[src/rtl/sram_par_pkg.sv]
package sram_par_pkg;

  typedef enum logic [1:0] {
    ST_IDLE    = 2'd0,
    ST_SETUP   = 2'd1,
    ST_STROBE  = 2'd2,
    ST_RECOVER = 2'd3
  } ctrlState_e;

  // Levels the memory pins take in the following cycle.
  typedef struct packed {
    logic select;
    logic readEn;
    logic writeEn;
    logic driveEn;
  } pinStrobe_t;

  // Everything the control hands to the datapath.
  typedef struct packed {
    pinStrobe_t pins;
    logic       load;
    logic       capture;
  } ctrlStrobe_t;

  function automatic int nsToCycles(input int ns, input int periodNs);
    int c;
    c = (ns + periodNs - 1) / periodNs;
    if (c < 1) c = 1;
    return c;
  endfunction

  function automatic int maxInt(input int a, input int b);
    return (a > b) ? a : b;
  endfunction

  function automatic int recoverCycles(input int totalCyc, input int strobeCyc);
    return maxInt(1, totalCyc - 1 - strobeCyc);
  endfunction

endpackage

[src/rtl/sram_par_control.sv]
module sram_par_control
  import sram_par_pkg::*;
#(
  parameter int RD_STROBE = 3,
  parameter int WR_STROBE = 3,
  parameter int RD_REC    = 1,
  parameter int WR_REC    = 1,
  parameter int CNT_W     = 3
) (
  input  logic        clk,
  input  logic        rstN,
  input  logic        reqValid,
  input  logic        reqWrite,
  output logic        reqReady,
  output ctrlStrobe_t strobe
);

  ctrlState_e state, stateNext;
  logic [CNT_W-1:0] cnt, cntNext;
  logic opWrite, opNext;

  always_ff @(posedge clk) begin
    if (!rstN) begin
      state   <= ST_IDLE;
      cnt     <= '0;
      opWrite <= 1'b0;
    end else begin
      state   <= stateNext;
      cnt     <= cntNext;
      opWrite <= opNext;
    end
  end

  always_comb begin
    stateNext = state;
    cntNext   = cnt;
    opNext    = opWrite;
    case (state)
      ST_IDLE: begin
        if (reqValid) begin
          stateNext = ST_SETUP;
          opNext    = reqWrite;
        end
      end
      ST_SETUP: begin
        stateNext = ST_STROBE;
        cntNext   = opWrite ? CNT_W'(WR_STROBE - 1) : CNT_W'(RD_STROBE - 1);
      end
      ST_STROBE: begin
        if (cnt == '0) begin
          stateNext = ST_RECOVER;
          cntNext   = opWrite ? CNT_W'(WR_REC - 1) : CNT_W'(RD_REC - 1);
        end else begin
          cntNext = cnt - 1'b1;
        end
      end
      ST_RECOVER: begin
        if (cnt == '0) stateNext = ST_IDLE;
        else           cntNext   = cnt - 1'b1;
      end
      default: stateNext = ST_IDLE;
    endcase
  end

  assign reqReady = (state == ST_IDLE);

  always_comb begin
    strobe.load         = reqValid && (state == ST_IDLE);
    strobe.capture      = (state == ST_STROBE) && !opWrite && (cnt == '0);
    strobe.pins.select  = (stateNext == ST_SETUP) || (stateNext == ST_STROBE);
    strobe.pins.readEn  = (stateNext == ST_STROBE) && !opNext;
    strobe.pins.writeEn = (stateNext == ST_STROBE) && opNext;
    strobe.pins.driveEn = opNext && ((stateNext == ST_SETUP) || (stateNext == ST_STROBE));
  end

  // leaving the strobe always passes through recovery before idle
  assert_recover_after_strobe_R7: assert property (@(posedge clk) disable iff (!rstN)
    ($past(state) == ST_STROBE && state != ST_STROBE) |-> (state == ST_RECOVER));

endmodule

[src/rtl/sram_par_datapath.sv]
module sram_par_datapath
  import sram_par_pkg::*;
#(
  parameter int ADDR_W = 17,
  parameter int DATA_W = 8,
  localparam int WORD_W = DATA_W + 1
) (
  input  logic              clk,
  input  logic              rstN,
  input  ctrlStrobe_t       strobe,
  input  logic [ADDR_W-1:0] reqAddr,
  input  logic [DATA_W-1:0] reqWdata,
  output logic [ADDR_W-1:0] memAddr,
  output logic              memCe1N,
  output logic              memCe2,
  output logic              memOeN,
  output logic              memWeN,
  output logic [WORD_W-1:0] memDqOut,
  output logic              memDqOe,
  input  logic [WORD_W-1:0] memDqIn,
  output logic              rspValid,
  output logic [DATA_W-1:0] rspRdata,
  output logic              rspParErr
);

  pinStrobe_t pinReg;
  logic readMismatch;

  assign readMismatch = memDqIn[DATA_W] ^ (^memDqIn[DATA_W-1:0]);

  always_ff @(posedge clk) begin
    if (!rstN) begin
      pinReg    <= '0;
      memAddr   <= '0;
      memDqOut  <= '0;
      rspValid  <= 1'b0;
      rspRdata  <= '0;
      rspParErr <= 1'b0;
    end else begin
      pinReg <= strobe.pins;
      if (strobe.load) begin
        memAddr  <= reqAddr;
        memDqOut <= {^reqWdata, reqWdata};
      end
      rspValid  <= strobe.capture;
      rspParErr <= strobe.capture && readMismatch;
      if (strobe.capture) rspRdata <= memDqIn[DATA_W-1:0];
    end
  end

  assign memCe1N = !pinReg.select;
  assign memCe2  = pinReg.select;
  assign memOeN  = !pinReg.readEn;
  assign memWeN  = !pinReg.writeEn;
  assign memDqOe = pinReg.driveEn;

  assert_no_contention_R9: assert property (@(posedge clk) disable iff (!rstN)
    !(memDqOe && !memOeN));

  assert_oe_we_exclusive_R3: assert property (@(posedge clk) disable iff (!rstN)
    !(!memOeN && !memWeN));

  assert_strobe_selected_R2: assert property (@(posedge clk) disable iff (!rstN)
    (!memOeN || !memWeN) |-> (!memCe1N && memCe2));

  assert_write_data_held_R4: assert property (@(posedge clk) disable iff (!rstN)
    (!memWeN && $past(!memWeN)) |-> ($stable(memDqOut) && memDqOe));

  assert_addr_stable_R10: assert property (@(posedge clk) disable iff (!rstN)
    (memCe2 && $past(memCe2)) |-> $stable(memAddr));

  assert_rsp_pulse_R5: assert property (@(posedge clk) disable iff (!rstN)
    rspValid |=> !rspValid);

  assert_err_with_data_R6: assert property (@(posedge clk) disable iff (!rstN)
    rspParErr |-> rspValid);

endmodule

[src/rtl/sram_par_ctrl.sv]
module sram_par_ctrl
  import sram_par_pkg::*;
#(
  parameter int CLK_PERIOD_NS      = 20,
  parameter int T_ACCESS_NS        = 55,
  parameter int T_OE_VALID_NS      = 30,
  parameter int T_READ_CYCLE_NS    = 55,
  parameter int T_WE_PULSE_NS      = 40,
  parameter int T_ADDR_TO_WEEND_NS = 50,
  parameter int T_DATA_SETUP_NS    = 25,
  parameter int T_WRITE_CYCLE_NS   = 55,
  parameter int ADDR_W             = 17,
  parameter int DATA_W             = 8
) (
  input  logic              clk,
  input  logic              rstN,
  input  logic              reqValid,
  input  logic              reqWrite,
  input  logic [ADDR_W-1:0] reqAddr,
  input  logic [DATA_W-1:0] reqWdata,
  output logic              reqReady,
  output logic              rspValid,
  output logic [DATA_W-1:0] rspRdata,
  output logic              rspParErr,
  output logic [ADDR_W-1:0] memAddr,
  output logic              memCe1N,
  output logic              memCe2,
  output logic              memOeN,
  output logic              memWeN,
  output logic [DATA_W:0]   memDqOut,
  output logic              memDqOe,
  input  logic [DATA_W:0]   memDqIn
);

  localparam int RD_STROBE = nsToCycles(maxInt(T_ACCESS_NS, T_OE_VALID_NS), CLK_PERIOD_NS);
  localparam int WR_STROBE = nsToCycles(maxInt(T_WE_PULSE_NS,
                               maxInt(T_ADDR_TO_WEEND_NS, T_DATA_SETUP_NS)), CLK_PERIOD_NS);
  localparam int RD_REC    = recoverCycles(nsToCycles(T_READ_CYCLE_NS, CLK_PERIOD_NS), RD_STROBE);
  localparam int WR_REC    = recoverCycles(nsToCycles(T_WRITE_CYCLE_NS, CLK_PERIOD_NS), WR_STROBE);
  localparam int MAX_CNT   = maxInt(maxInt(RD_STROBE, WR_STROBE), maxInt(RD_REC, WR_REC));
  localparam int CNT_W     = $clog2(MAX_CNT + 1);

  ctrlStrobe_t strobe;

  sram_par_control #(
    .RD_STROBE(RD_STROBE), .WR_STROBE(WR_STROBE),
    .RD_REC(RD_REC), .WR_REC(WR_REC), .CNT_W(CNT_W)
  ) u_control (
    .clk(clk), .rstN(rstN), .reqValid(reqValid), .reqWrite(reqWrite),
    .reqReady(reqReady), .strobe(strobe)
  );

  sram_par_datapath #(.ADDR_W(ADDR_W), .DATA_W(DATA_W)) u_datapath (
    .clk(clk), .rstN(rstN), .strobe(strobe),
    .reqAddr(reqAddr), .reqWdata(reqWdata),
    .memAddr(memAddr), .memCe1N(memCe1N), .memCe2(memCe2),
    .memOeN(memOeN), .memWeN(memWeN),
    .memDqOut(memDqOut), .memDqOe(memDqOe), .memDqIn(memDqIn),
    .rspValid(rspValid), .rspRdata(rspRdata), .rspParErr(rspParErr)
  );

  // no strobe starts without passing through an accepted request
  assert_start_needs_accept_R8: assert property (@(posedge clk) disable iff (!rstN)
    ($rose(memCe2)) |-> $past(reqReady && reqValid));

endmodule

[config.mk]
export PLATFORM = sky130hd
export DESIGN_NAME = sram_par_ctrl
export DESIGN_NICKNAME = d
export VERILOG_FILES = /design/src/rtl/sram_par_pkg.sv /design/src/rtl/sram_par_control.sv /design/src/rtl/sram_par_datapath.sv /design/src/rtl/sram_par_ctrl.sv
export SDC_FILE = /design/constraint.sdc
export NUM_CORES = 1
export LEC_CHECK = 0
export CAP_MARGIN = 30
export CORE_MARGIN = 1.5
export CORE_UTILIZATION = 66
export CTS_CLUSTER_DIAMETER = 200
export DETAILED_ROUTE_END_ITERATION = 10
export DONT_BUFFER_PORTS = 1
export HOLD_SLACK_MARGIN = 0.1
export PLACE_DENSITY = 0.86
export SLEW_MARGIN = 20
export SYNTH_ARGS = -nofsm -noshare
export SYNTH_HDL_FRONTEND = slang
export SYNTH_HIERARCHICAL = 1
export SYNTH_SLANG_ARGS = --single-unit
[constraint.sdc]
create_clock -name clk -period 4.86 [get_ports clk]
set_input_delay 0.243 -clock clk [delete_from_list [all_inputs] [get_ports clk]]
set_output_delay 0.243 -clock clk [all_outputs]
set_load 0.03 [all_outputs]
==> run summary, run 1 <==
The count of distinct cell types in the synthesized netlist is 29. The pin count of the biggest net entering global routing is 43. The cell depth of the worst min-delay path is 2. The synthesis-to-finish area growth is 19.6%. The remaining global-route overflow came out at 0. The via count of the first global-routing pass is 1,422.

Sequential cells account for 50.9% of the total power. The HPWL after detailed placement came out at 2470 µm. The core region is 2780 µm². The total detailed-routing wirelength is 4120 µm. The clock tree from TritonCTS is built. The share of the cycle needed by the critical path after routing is 56.4%.

The share of post-route cells with drive strength above 1 came out at 7.80%. The number of nets in the synthesized netlist is 229. The cell that appears most often on the critical path is and2_1. The flow ran to the end, and the final reports show no timing, DRC or antenna violations.

The routed wire length per instance is 16.6 µm. The max-capacitance violation count came out at 0. The power density over the cells is 507 nW/µm². The number of H-tree branching levels came out at 2. The yosys synthesis warning count is 6. The via count of the routed design came out at 1,381. In this run the core area contains 19 standard-cell rows. The share of total power consumed by net switching came out at 41.0%. The remaining max-slew budget at the tightest pin came out at 40.5%. In this design, the stage delay of the slowest critical-path cell is 0.75 ns. In this run, the combinational gates consume 35.3% of the power.

The standby leakage power came out at 0.920 nW. The initial DRC count came out at 62. The number of buffers inserted during clock tree synthesis came out at 5. Internal power comes to 0.703 mW. Summed over all nets, the switching power comes to 0.489 mW.

The worst setup path is launched from a flop. Of all nets on the critical path, the largest fanout is 15. Measured along the x axis, the die boundary spans 57.6 µm.

A synthesized cell averages 10.7 µm². At the worst endpoint, the arrival time is 3.03 ns. The number of antenna repair diodes came out at 0. The synthesized design devotes to its leading area cell type 45.9% of total area.

The final number of max-transition violations came out at 0. The count of unresolved DRC violations after routing is 0. The data required time of the worst path came out at 5.15 ns. The clock tree buffer depth is 2. The clock transition at the register clock pins on the worst setup and hold paths after CTS is 0.12 ns. The pre-antenna-repair detailed-routing pass consisted of 4 iterations. Yosys attributes the largest share of cell area to dfxtp_1 46%, mux2i_1 17%, nor2b_1 11%.

The logic depth of the worst register-to-register path is 7. The floorplan die area came out at 3310 µm². In this run the register-to-register setup slack is 2.12 ns. The clock sink total came out at 45.

The worst clock skew is 0.00804 ns. Summing every instance area after synthesis gives 1960 µm². The number of endpoints failing setup at the final stage came out at 0. The tree is rooted in a clkbuf_4. The endpoint identified for the worst register-to-register timing path is u_datapath/pinReg[2]$_SDFF_PN0_.

The peak supply drop came out at 0.000436 V. The worst-margin pin slew is 0.889 ns. The final layout contains 262 nets. The minimum period implied by the final worst setup slack is 2.74 ns.

The buffer count from post-CTS setup fixing is 0. By startpoint and endpoint, the worst setup path is classified as reg -> reg. The final total negative setup slack came out at 0 ns. The share of the Yosys chip area taken by registers is 45.9%. The maximum clock frequency is 365 MHz. In this run the critical register-to-register path is launched from u_control/state[0]$_SDFF_PN0_. Counting flops and latches in the post-synthesis netlist gives 45. The initial antenna violation count is 0.

The critical path capture point type is a flop. The overall die height came out at 57.6 µm. In this run the remaining antenna-violating nets after routing total 0. The worst hold path terminates at u_datapath/rspRdata[2]$_SDFFE_PN0P_.

The insertion delay to the later sink of the worst-skew pair is 0.34 ns. The synthesized design spends more area on one cell type than any other, namely dfxtp_1. The number of endpoints with negative hold slack in the final report is 0. The wire length of the first global-routing pass is 6400 µm. The launch point of the worst path is u_control/state[0]$_SDFF_PN0_. The worst hold path belongs to the class in -> reg.

The startpoint identified for the worst hold timing path is memDqIn[2]. The share of the core filled with cells came out at 84.5%. The average via count per standard cell came out at 5.55. The initial standard-cell utilization of the core came out at 70.6%.

The number of top-level design ports came out at 80. The global placement routability congestion came out at 0.747. Setup repair after global routing left no endpoint under its margin. The clock group share of total power came out at 13.8%. Walking the worst path, the cells encountered are inv_1, ha_1, and2_1, buf_4, mux2i_1, and2_1, and2_1.

In the global route stage, overall resource usage came out at 25.7%. The slowest stage cell on the critical path is and2_1. The cell count after synthesis came out at 184.

The port buffer count came out at 0.
## power groups by stage
stage	sequential, mW	clock [mW]	combinational (mW)
finish	0.606	0.165	0.421
global route	0.614	0.183	0.467
CTS	0.604	0.169	0.415
detailed placement	0.612	0	0.390
global placement	0.609	0	0.371
floorplan	0.597	0	0.345
## critical path: cells and delay by family (launching register included)
family | cells | cell delay, ns
DFF | 1 | 0.37
buffers and inverters | 2 | 0.48
and+or+nand+nor | 3 | 1.03
adders and majority gates | 1 | 0.43
muxes | 1 | 0.37
## worst max-delay path by stage
stage                     slack, ns                               to
after global placement         2.33  u_datapath/pinReg[1]$_SDFF_PN0_
final                          2.12  u_datapath/pinReg[2]$_SDFF_PN0_
after global routing           1.94  u_datapath/pinReg[2]$_SDFF_PN0_
after CTS                      2.14  u_datapath/pinReg[2]$_SDFF_PN0_
after floorplan                2.93    u_datapath/memDqOe$_SDFF_PN0_
after detailed placement       2.17  u_datapath/pinReg[1]$_SDFF_PN0_
## area by class of cell
cell class	instances	area, µm²
Multi-Input combinational cell	121	988
Tap cell	31	38.8
Fill cell	147	432
Timing Repair Buffer	34	333
Sequential cell	45	901
Clock inverter	2	10.0
Clock buffer	6	41.3
Inverter	10	37.5
## flip-flops by register name (all words and copies together) (netlist names)
register and count:
u_control/state 2, u_datapath/memDqOut 9, u_datapath/memDqOe 1, u_datapath/memCe2 1, u_control/cnt 2, u_datapath/memAddr 17
u_datapath/rspValid 1, u_datapath/rspParErr 1, u_datapath/rspRdata 8, u_control/opWrite 1, u_datapath/pinReg 2
## cell usage in the layout (no fill, tap or decap), types with 2 or more instances in the layout
cell type,instances
a21oi_1,2
and2_1,9
clkbuf_4,5
clkinv_2,2
dfxtp_1,45
dlygate4sd3_1,32
ha_1,7
inv_1,10
mux2i_1,34
nand2_1,3
nor2_1,3
nor2b_1,35
xnor2_1,12
## Yosys cell counts
master,instances
ha_1,7
and2b_4,1
nor2b_1,35
or3b_2,1
xnor2_1,12
nor2_1,3
nand3_1,1
dfxtp_1,45
inv_1,10
nor2_2,1
xor2_1,1
buf_4,1
a31oi_1,1
clkbuf_1,4
a21o_2,1
or2_2,1
nor2b_4,1
o31ai_1,1
o21ai_0,1
mux2i_1,34
nand2_1,3
and2_1,9
o41a_1,1
xnor3_1,1
or3_2,1
o311a_2,1
buf_2,3
a21oi_1,2
o311ai_1,1
## timing repair
item / in CTS / in global routing
resized for setup: 0 / 0
hold endpoints to repair: 43 / 0
hold buffers: 33 / 0
## per-stage QoR
step                      std cells  worst slack [ns]  power, mW  cell area [µm²]  hold slack, ns
after floorplan                 184              2.93      0.942             1960           0.365
after global placement          208              2.33      0.980             1970           0.369
after detailed placement        208              2.17       1.00             1970           0.371
after CTS                       249              2.14       1.19             2350           0.107
after global routing            249              1.94       1.26             2350           0.133
final                           249              2.12       1.19             2350           0.108
## metal layers
metal	routed length [µm]	up-vias	track usage [%]
met5	0	-	0
met4	73	0	8.97
met3	395	9	9.98
met2	2140	70	47.2
met1	1520	633	26.2
li1	-	669	-
## logic make-up (layout without fill, tap and decap cells)
| kind of cell | Yosys count | count (layout) | share of synthesized area, % |
|---|---|---|---|
| AND/OR/NAND/NOR | 57 | 57 | 18.1 |
| flip-flops | 45 | 45 | 45.9 |
| multiplexers | 34 | 34 | 17.3 |
| buffers and inverters | 18 | 52 | 3.82 |
| XOR/XNOR | 14 | 14 | 6.94 |
| AO/OA/AOI/OAI | 9 | 9 | 3.50 |
| adder cells (fa/ha/maj) | 7 | 7 | 4.46 |
No activity file was read; power rests on OpenSTA's default activity.
==> inputs of run 2 (changes only) <==
--- a/config.mk
+++ b/config.mk
@@ -7,12 +7,12 @@
 export LEC_CHECK = 0
 export CAP_MARGIN = 30
 export CORE_MARGIN = 1.5
-export CORE_UTILIZATION = 66
+export CORE_UTILIZATION = 55
 export CTS_CLUSTER_DIAMETER = 200
 export DETAILED_ROUTE_END_ITERATION = 10
 export DONT_BUFFER_PORTS = 1
 export HOLD_SLACK_MARGIN = 0.1
-export PLACE_DENSITY = 0.86
+export PLACE_DENSITY = 0.77
 export SLEW_MARGIN = 20
 export SYNTH_ARGS = -nofsm -noshare
 export SYNTH_HDL_FRONTEND = slang
==> constraint.sdc (replaced) <==
create_clock -name clk -period 2.3 [get_ports clk]
set_input_delay 0.115 -clock clk [delete_from_list [all_inputs] [get_ports clk]]
set_output_delay 0.115 -clock clk [all_outputs]
set_load 0.03 [all_outputs]
==> run 2 against run 1 <==
Die area up 19%. Worst hold slack better by 0.011 ns. Routed wire length down 4.2%. Sequential power up 110%. Critical path depth unchanged. First-iteration DRC count down 35%. Non-clock buffer count up 4. Setup slack worse by 1.8 ns. Register-to-register slack worse by 1.8 ns.
==> run summary, run 2 (synthesis results as in run 1) <==
The pin count of the biggest net entering global routing is 43 (unchanged). The startpoint type of the worst setup path is a flop. The x dimension of the die is 62.8 µm (+9.0%). The power density over the cells came out at 1060 nW/µm² (+110%). The number of buffers inserted during clock tree synthesis came out at 5 (unchanged). The number of antenna repair diodes is 0 (unchanged). The standby leakage power is 0.931 nW (+1.3%).

The initial antenna violation count was 0 (unchanged). The floorplan die area is 3940 µm² (+19%). The path category of the worst min-delay check is in -> reg. The worst clock skew is 0.00975 ns (+0.00171 ns). The number of endpoints failing setup at the final stage came out at 0 (unchanged). The synthesis-to-finish area growth is 22.4%.

TritonCTS built the clock tree. The overall die height is 62.8 µm (+9.0%). The share of post-route cells with drive strength above 1 is 8.11% (+0.31 points). The tree is rooted in a clkbuf_4. The library cell used most frequently in the layout, excluding fill and tap cells, is dfxtp_1. The clock transition at the register clock pins on the worst setup and hold paths after CTS is 0.12 ns (about the same). The number of cells upsized or downsized after cts is 0 (unchanged). The share of the core filled with cells is 70.9% (-14 points).

The stage delay of the slowest cell on the critical path came out at 0.48 ns (-0.27 ns). The origin of the critical flop-to-flop path is u_control/state[0]$_SDFF_PN0_. The via count of the first global-routing pass is 1,383 (-2.7%). Ranked by flip-flop count, first place goes to u_datapath/memAddr. The remaining global-route overflow came out at 0 (unchanged). The HPWL after detailed placement came to 2520 µm (+1.8%).

The wire length of the first global-routing pass is 6230 µm (-2.7%). The buffer count from post-CTS setup fixing is 0 (unchanged). The data required time of the worst path was 2.60 ns (-2.55 ns).

The number of flip-flops in the largest register came out at 17 (unchanged). The peak supply drop came out at 0.000546 V (+25%). The via count of the routed design came out at 1,351 (-2.2%). The core area came out at 3390 µm² (+22%). The count of unresolved DRC violations after routing came out at 0 (unchanged). The count of standard-cell rows is 21 (+2).

The antenna violation net count after detailed routing is 0 (unchanged). The run finished with clean final reports. The number of endpoints with negative hold slack in the final report is 0 (unchanged). The count of nets after finishing is 266 (+1.5%). The remaining max-slew budget at the tightest pin is 64.0% (+23 points). The total detailed-routing wirelength was 3950 µm (-4.2%). The initial DRC count came out at 40 (-35%). The routed wire length per instance is 14.7 µm (-11%). Counting stages on the worst path, the most repeated cell is ha_1. By startpoint and endpoint, the worst setup path is classified as reg -> reg. The clock sink total is 45 (unchanged). The most critical setup path has its startpoint at u_control/state[0]$_SDFF_PN0_. The global placement routability congestion came to 0.825 (+10%). The largest registers in the layout are u_datapath/memAddr (17), u_datapath/memDqOut (9), u_datapath/rspRdata (8).

The global-route total usage across every layer came out at 20.6% (-5.1 points). The number of top-level design ports is 80 (unchanged). The worst setup path is captured at a flop. The initial standard-cell utilization of the core came out at 58.0% (-13 points). The insertion delay to the later sink of the worst-skew pair is 0.35 ns (about the same). The final number of max-transition violations was 0 (unchanged). The data arrival time of the worst path is 2.24 ns (-0.79 ns). The average via count per standard cell came out at 5.04 (-9.1%). Among all stages on the critical path, the largest delay is contributed by or3_2.

The startpoint identified for the worst hold timing path is reqValid. The worst-margin pin slew is 0.540 ns (-0.349 ns). Setup repair after global routing left no endpoint under its margin. The maximum clock frequency is 515 MHz (+41%). The number of H-tree branching levels is 2 (unchanged).

The clock tree buffer depth came out at 2 (unchanged). The library cells used most frequently in the layout, excluding fill and tap cells, are 45 x dfxtp_1, 35 x nor2b_1, 34 x mux2i_1, 34 x dlygate4sd3_1, 12 x xnor2_1. The length of the first detailed-routing pass in iterations came out at 4 (unchanged). The signal on the critical path passes through inv_1, ha_1, or3_2, o311ai_1, ha_1, nor2_1, and2_1. The final total negative setup slack was 0 ns (unchanged).

The share of the cycle needed by the critical path after routing is 84.3% (+28 points). The max-capacitance violation count is 0 (unchanged). The port buffer count came out at 0 (unchanged). The maximum fanout along the worst path is 6 (-9). The total power is 2.54 mW (+110%). The minimum period implied by the final worst setup slack is 1.94 ns (-0.800 ns).
## run 2: changes by cell type in the layout (fill, tap and decap cells not counted)
cell / before / now
dlygate4sd3_1: 32 / 34
clkinvlp_4: 0 / 1
clkinv_2: 2 / 0
clkbuf_1: 1 / 2
buf_4: 1 / 3
## run 2: what timing repair did
item | CTS | global route
hold endpoints to repair | 45 | 0
setup endpoints to repair | 0 | 0
hold buffers | 35 | 0
## run 2: final timing paths
kind,to,slack (ns),depth (start not counted)
max,u_datapath/memDqOe$_SDFF_PN0_,0.36,7
max reg2reg,u_datapath/memDqOe$_SDFF_PN0_,0.36,7
min,u_control/state[0]$_SDFF_PN0_,0.12,3
min reg2reg,u_control/cnt[1]$_SDFFE_PN0P_,0.61,1
## run 2: cell type report
type                    count  area [µm²]
inverters                  10        37.5
clock inverters             1        7.51
clock buffers               7        45.0
flip-flops and latches     45         901
multi-input cells         121         988
repair buffers             38         368
well taps                  46        57.6
fillers                   222         985
## run 2: where the power goes
| part | switching (mW) | total, mW | internal, mW |
|---|---|---|---|
| Sequential | 0.341 | 1.28 | 0.937 |
| Combinational | 0.459 | 0.908 | 0.448 |
| Clock | 0.237 | 0.358 | 0.121 |
| Total | 1.04 | 2.54 | 1.51 |
## run 2: layer usage
| metal | global-route usage [%] | wire, µm | share of wire, % | up-vias |
|---|---|---|---|---|
| li1 | - | - | - | 676 |
| met1 | 21.3 | 1550 | 39 | 592 |
| met2 | 37.8 | 2000 | 51 | 71 |
| met3 | 6.13 | 294 | 7.4 | 12 |
| met4 | 10.0 | 103 | 2.6 | 0 |
| met5 | 0 | 0 | 0 | - |
## run 2: per-stage QoR
stage | hold slack, ns | instance area [µm²] | worst slack (ns) | cells
2_1_floorplan | 0.237 | 1960 | 0.369 | 184
3_3_place_gp | 0.241 | 2010 | 0.474 | 225
3_5_place_dp | 0.241 | 2010 | 0.398 | 225
4_1_cts | 0.104 | 2410 | 0.370 | 268
5_1_grt | 0.141 | 2400 | 0.202 | 268
6_report | 0.119 | 2400 | 0.360 | 268
## run 2: critical path, delay by kind of cell, from the launching register on
kind	cells	cell delay (ns)
AO/OA/AOI/OAI	1	0.13
adder cells (fa/ha/maj)	2	0.57
buffers and inverters	1	0.08
flip-flops	1	0.41
AND/OR/NAND/NOR	3	0.70
